--- src/rtl/gpio_irq_pkg.sv ---
package gpio_irq_pkg;

    typedef struct packed {
        logic level;      // 1: level detection, 0: edge detection
        logic dual;       // edge mode: any change
        logic active_hi;  // level: high active; edge: rising
    } pin_cfg_t;

    function automatic logic edge_seen(pin_cfg_t c, logic cur, logic prev);
        logic rise;
        logic fall;
        rise = cur & ~prev;
        fall = ~cur & prev;
        if (c.level)
            return 1'b0;
        else if (c.dual)
            return rise | fall;
        else if (c.active_hi)
            return rise;
        else
            return fall;
    endfunction

    function automatic logic level_active(pin_cfg_t c, logic cur);
        return c.level & (cur == c.active_hi);
    endfunction

endpackage

--- src/rtl/gpio_irq_cfg.sv ---
module gpio_irq_cfg
    import gpio_irq_pkg::*;
#(
    parameter int NPINS = 8
) (
    input  logic                 clk,
    input  logic                 rst,
    input  logic                 wr_level,
    input  logic                 wr_dual,
    input  logic                 wr_polarity,
    input  logic                 wr_enable,
    input  logic [NPINS-1:0]     wr_data,
    output pin_cfg_t [NPINS-1:0] cfg_o,
    output logic [NPINS-1:0]     enable_o,
    output logic [NPINS-1:0]     reconf_o
);

    logic [NPINS-1:0] level_q, dual_q, pol_q, en_q;

    always_ff @(posedge clk) begin
        if (rst) begin
            level_q <= '0;
            dual_q  <= '0;
            pol_q   <= '0;
            en_q    <= '0;
        end else begin
            if (wr_level)    level_q <= wr_data;
            if (wr_dual)     dual_q  <= wr_data;
            if (wr_polarity) pol_q   <= wr_data;
            if (wr_enable)   en_q    <= wr_data;
        end
    end

    always_comb begin
        reconf_o = ({NPINS{wr_level}}    & (wr_data ^ level_q))
                 | ({NPINS{wr_dual}}     & (wr_data ^ dual_q))
                 | ({NPINS{wr_polarity}} & (wr_data ^ pol_q));
    end

    genvar g;
    generate
        for (g = 0; g < NPINS; g++) begin : g_cfg
            assign cfg_o[g].level     = level_q[g];
            assign cfg_o[g].dual      = dual_q[g];
            assign cfg_o[g].active_hi = pol_q[g];
        end
    endgenerate

    assign enable_o = en_q;

    // The enable register follows the last write on the next edge
    assert_enable_R6: assert property (@(posedge clk) disable iff (rst)
        wr_enable |=> (en_q == $past(wr_data)));

endmodule

--- src/rtl/gpio_irq_pin.sv ---
module gpio_irq_pin
    import gpio_irq_pkg::*;
(
    input  logic     clk,
    input  logic     rst,
    input  logic     pin_i,
    input  pin_cfg_t cfg_i,
    input  logic     reconf_i,
    input  logic     clr_i,
    output logic     raw_o
);

    logic prev_q;
    logic sticky_q;
    logic hit;

    assign hit = edge_seen(cfg_i, pin_i, prev_q);

    always_ff @(posedge clk) begin
        if (rst) begin
            prev_q   <= 1'b0;
            sticky_q <= 1'b0;
        end else begin
            prev_q <= pin_i;
            if (reconf_i)
                sticky_q <= 1'b0;
            else if (hit)
                sticky_q <= 1'b1;
            else if (clr_i)
                sticky_q <= 1'b0;
        end
    end

    assign raw_o = cfg_i.level ? level_active(cfg_i, pin_i) : sticky_q;

    assert_level_hold_R3: assert property (@(posedge clk) disable iff (rst)
        (cfg_i.level && (pin_i == cfg_i.active_hi)) |-> raw_o);

    assert_sticky_hold_R4: assert property (@(posedge clk) disable iff (rst)
        (!hit && !clr_i && !reconf_i) |=> $stable(sticky_q));

    assert_clear_R7: assert property (@(posedge clk) disable iff (rst)
        (clr_i && !hit && !reconf_i) |=> !sticky_q);

    assert_edge_wins_R8: assert property (@(posedge clk) disable iff (rst)
        (hit && !reconf_i) |=> sticky_q);

    assert_reconf_R9: assert property (@(posedge clk) disable iff (rst)
        reconf_i |=> !sticky_q);

endmodule

--- src/rtl/gpio_irq_detect.sv ---
module gpio_irq_detect
    import gpio_irq_pkg::*;
#(
    parameter int NPINS = 8
) (
    input  logic             clk,
    input  logic             rst,
    input  logic [NPINS-1:0] pin_in,
    input  logic             wr_level,
    input  logic             wr_dual,
    input  logic             wr_polarity,
    input  logic             wr_enable,
    input  logic             wr_clear,
    input  logic [NPINS-1:0] wr_data,
    output logic [NPINS-1:0] raw_status,
    output logic [NPINS-1:0] masked_status,
    output logic             irq
);

    pin_cfg_t [NPINS-1:0] cfg;
    logic [NPINS-1:0]     enable;
    logic [NPINS-1:0]     reconf;
    logic [NPINS-1:0]     clr_mask;

    gpio_irq_cfg #(.NPINS(NPINS)) u_cfg (
        .clk        (clk),
        .rst        (rst),
        .wr_level   (wr_level),
        .wr_dual    (wr_dual),
        .wr_polarity(wr_polarity),
        .wr_enable  (wr_enable),
        .wr_data    (wr_data),
        .cfg_o      (cfg),
        .enable_o   (enable),
        .reconf_o   (reconf)
    );

    assign clr_mask = wr_clear ? wr_data : '0;

    genvar g;
    generate
        for (g = 0; g < NPINS; g++) begin : g_pin
            gpio_irq_pin u_pin (
                .clk     (clk),
                .rst     (rst),
                .pin_i   (pin_in[g]),
                .cfg_i   (cfg[g]),
                .reconf_i(reconf[g]),
                .clr_i   (clr_mask[g]),
                .raw_o   (raw_status[g])
            );
        end
    endgenerate

    assign masked_status = raw_status & enable;
    assign irq           = |masked_status;

    assert_irq_quiet_R6: assert property (@(posedge clk) disable iff (rst)
        (enable == '0) |-> !irq);

    assert_mask_subset_R6: assert property (@(posedge clk) disable iff (rst)
        ((masked_status & ~raw_status) == '0));

endmodule

--- config.mk ---
export PLATFORM = sky130hd
export DESIGN_NAME = gpio_irq_detect
export DESIGN_NICKNAME = d
export VERILOG_FILES = /design/src/rtl/gpio_irq_pkg.sv /design/src/rtl/gpio_irq_cfg.sv /design/src/rtl/gpio_irq_pin.sv /design/src/rtl/gpio_irq_detect.sv
export SDC_FILE = /design/constraint.sdc
export NUM_CORES = 1
export LEC_CHECK = 0
export BUFFER_PORTS_ARGS = -buffer_cell sky130_fd_sc_hd__buf_2
export CORE_MARGIN = 8
export CORE_UTILIZATION = 55
export CTS_CLUSTER_SIZE = 20
export DETAILED_ROUTE_END_ITERATION = 12
export PLACE_DENSITY_LB_ADDON = 0.05
export SETUP_SLACK_MARGIN = 0.4
export SKIP_CTS_REPAIR_TIMING = 1
export SYNTH_ARGS = -nofsm -noshare
export SYNTH_HDL_FRONTEND = slang
export SYNTH_SLANG_ARGS = --single-unit
--- constraint.sdc ---
create_clock -name clk -period 2.1 [get_ports clk]
set_input_delay 0.105 -clock clk [delete_from_list [all_inputs] [get_ports clk]]
set_output_delay 0.105 -clock clk [all_outputs]
set_load 0.1 [all_outputs]
==> flow_metrics.env <==
export IMPL_synthTopCellsByArea="dfxtp_1, mux2i_1, ha_1"
export IMPL_grt_pass1_wl_mm=10.4
export IMPL_cap_viol_max_count=0
export IMPL_layout_nets=388
export IMPL_slowest_delay_ps=540
export IMPL_hold_path_class="primary input to flop"
export IMPL_syn_to_final_growth_pct=20.4
export IMPL_worstPathArrival_ps=2310
export IMPL_die_y_um=86.4
export IMPL_cts_tree="done"
export IMPL_drive_above_1_share_pct=30.3
export IMPL_synth_nets=340
export IMPL_antennaDiodeCount=0
export IMPL_min_period_over_period_pct=115
export IMPL_grt_usage_pct=17.6
export IMPL_clk_pin_slew_worst_paths_ps=90
export IMPL_clock_latency_ps=300
export IMPL_totalWireLength_mm=6.04
export IMPL_drv_slew=0
export IMPL_ant_nets=0
export IMPL_finalSetupViolCount=1
export IMPL_powerDensity_mw_per_mm2=659
export IMPL_yosys_area_top_type="dfxtp_1"
export IMPL_fillers=419
export IMPL_peakVddDrop_mv=0.389
export IMPL_yosys_warnings=0
export IMPL_grt_start_max_net_pins=49
export IMPL_dp_slack_ps=-113
export IMPL_ys_ff_latch=48
export IMPL_start_util_pct=57.4
export IMPL_globalplace_congestion=0.784
export IMPL_fin_util_pct=69.1
export IMPL_status="complete, but fails checks"
export IMPL_grt_pass1_vias=2154
export IMPL_vias=2160
export IMPL_syn_avg_cell_area_sq_um=9.06
export IMPL_tightest_slew_ps=496
export IMPL_path_class="flop to output port"
export IMPL_final_cell_mix="dfxtp_1, nor2_1, mux2i_1"
export IMPL_wl_per_cell_um=14.5
export IMPL_cts_buffer_depth=2
export IMPL_maxSlewHeadroom_pct=66.9
export IMPL_cts_made_buffers=5
export IMPL_skew_ps=7.12
export IMPL_start_kind="flop"
export IMPL_tns_ps=-319
export IMPL_crit_buf_inv=1
export IMPL_yosysTopAreaCellShare_pct=35.2
export IMPL_rsz0062_at_grt="yes"
export IMPL_firstDrtPassIters=4
export IMPL_ios=40
export IMPL_syn_inst=301
export IMPL_cp_end_kind="output port"
export IMPL_clock_tree_root_cell="clkbuf_8"
export IMPL_row_count=25
export IMPL_hold_viol=0
export IMPL_gr_total_overflow=0
export IMPL_dp_cells=409
export IMPL_core_area_sq_mm=0.00475
export IMPL_layout_commonest_cell="dfxtp_1"
export IMPL_clock_sinks=48
export IMPL_ys_types=31
export IMPL_violations="negative setup slack"
export IMPL_antenna_found_initial=0
export IMPL_viasPerCell=5.18
export IMPL_htreeDepth=2
export IMPL_drc=0
export IMPL_die_x_um=86.4
export IMPL_fin_crit_ps=2420
export IMPL_dieArea_sq_mm=0.00747
export IMPL_dp_hpwl_mm=4.33
export IMPL_path_cells="and3b_1 > a31o_4 > or4_4 > or4b_4 > buf_12"
export IMPL_netlist_area_sq_mm=0.00273
export IMPL_setup_slack_ps=-319
export IMPL_fmax_ghz=0.413
export IMPL_p_leak_nw=1.61
export IMPL_cp_top_family="simple AND/OR/NAND/NOR gates"
export IMPL_finalNonFillerCells=417
export IMPL_critPathSlowestCell="or4_4"
export IMPL_cp_required_ps=2000
export IMPL_crit_fanout=3
export IMPL_drt_iter0_markers=64
export IMPL_io_buffers=39
export IMPL_ys_seq_area_share_pct=35.2
-- layer usage --
layer	wire, um	global-route usage [%]	vias up
met3	203	3.97	5
li1	-	-	1117
met2	2940	29.9	35
met5	0	0	-
met4	68	5.16	0
met1	2820	21.5	1003
-- sequential cells by signal, indices dropped and copies added, names as in the netlist --
signal	count
g_pin.u_pin.prev_q	8
u_cfg.enable_o	8
u_cfg.dual_q	8
u_cfg.pol_q	8
g_pin.u_pin.sticky_q	8
u_cfg.level_q	8
-- cell families (layout without fill, tap and decap cells) --
kind of cell    after synthesis  in the layout  share of synthesized area, %
simple gates                 76             76                          12.2
mux                          48             48                          18.3
flops                        48             48                          35.2
compound gates               45             45                          12.0
buf+inv                      45             94                          7.43
xor+xnor                     23             23                          7.39
fa+ha+maj                    16             16                          7.34
-- cell usage after synthesis, drive strengths merged --
library cell	instances
a22oi	3
o21ai	15
and3b	6
dfxtp	48
nand2	23
mux2	16
or4	1
and2	2
a2111oi	8
a31o	6
nand2b	1
clkbuf	13
nor2	42
mux2i	32
or4b	1
a222oi	1
xor2	11
o22ai	3
buf	14
o221ai	1
xnor2	12
a2bb2oi	8
inv	18
ha	16
-- report_power, final --
group          switching (mW)  internal (mW)  leakage, nW  total [mW]
logic                   0.347          0.218         1.16       0.565
clock network           0.295          0.301       0.0515       0.596
registers              0.0420          0.963        0.398        1.00
-- worst paths after layout --
kind	from	to	slack, ps	depth (start not counted)
max	u_cfg.level_q[6]	irq	-320	5
min	pin_in[7]	g_pin[7].u_pin.prev_q	80	3
max reg2reg	u_cfg.pol_q[1]	g_pin[1].u_pin.sticky_q	660	5
min reg2reg	u_cfg.enable_o[3]	u_cfg.enable_o[3]	490	2
-- stage by stage --
| step | hold slack, ps | total power [mW] | cell area, sq um |
|---|---|---|---|
| after floorplan | 194 | 1.45 | 2780 |
| after global placement | 389 | 1.56 | 3140 |
| after detailed placement | 395 | 1.57 | 3140 |
| after CTS | 70.2 | 2.17 | 3240 |
| after global routing | 81.3 | 2.28 | 3280 |
| final | 81.6 | 2.17 | 3280 |
-- tightest hold or removal path, delay by kind of cell --
family	cells	cell delay (ps)
AND/OR/NAND/NOR	1	40
buffers and inverters	2	190
-- cell type report --
cell class	instances	area, sq um	area share (%)
inverters	18	67.6	2.06
flip-flops and latches	48	972	29.6
multi-input cells	208	1620	49.2
well taps	67	83.8	2.55
repair buffers	68	445	13.6
clock buffers	8	100	3.05
(Power assumes the default switching activity.)
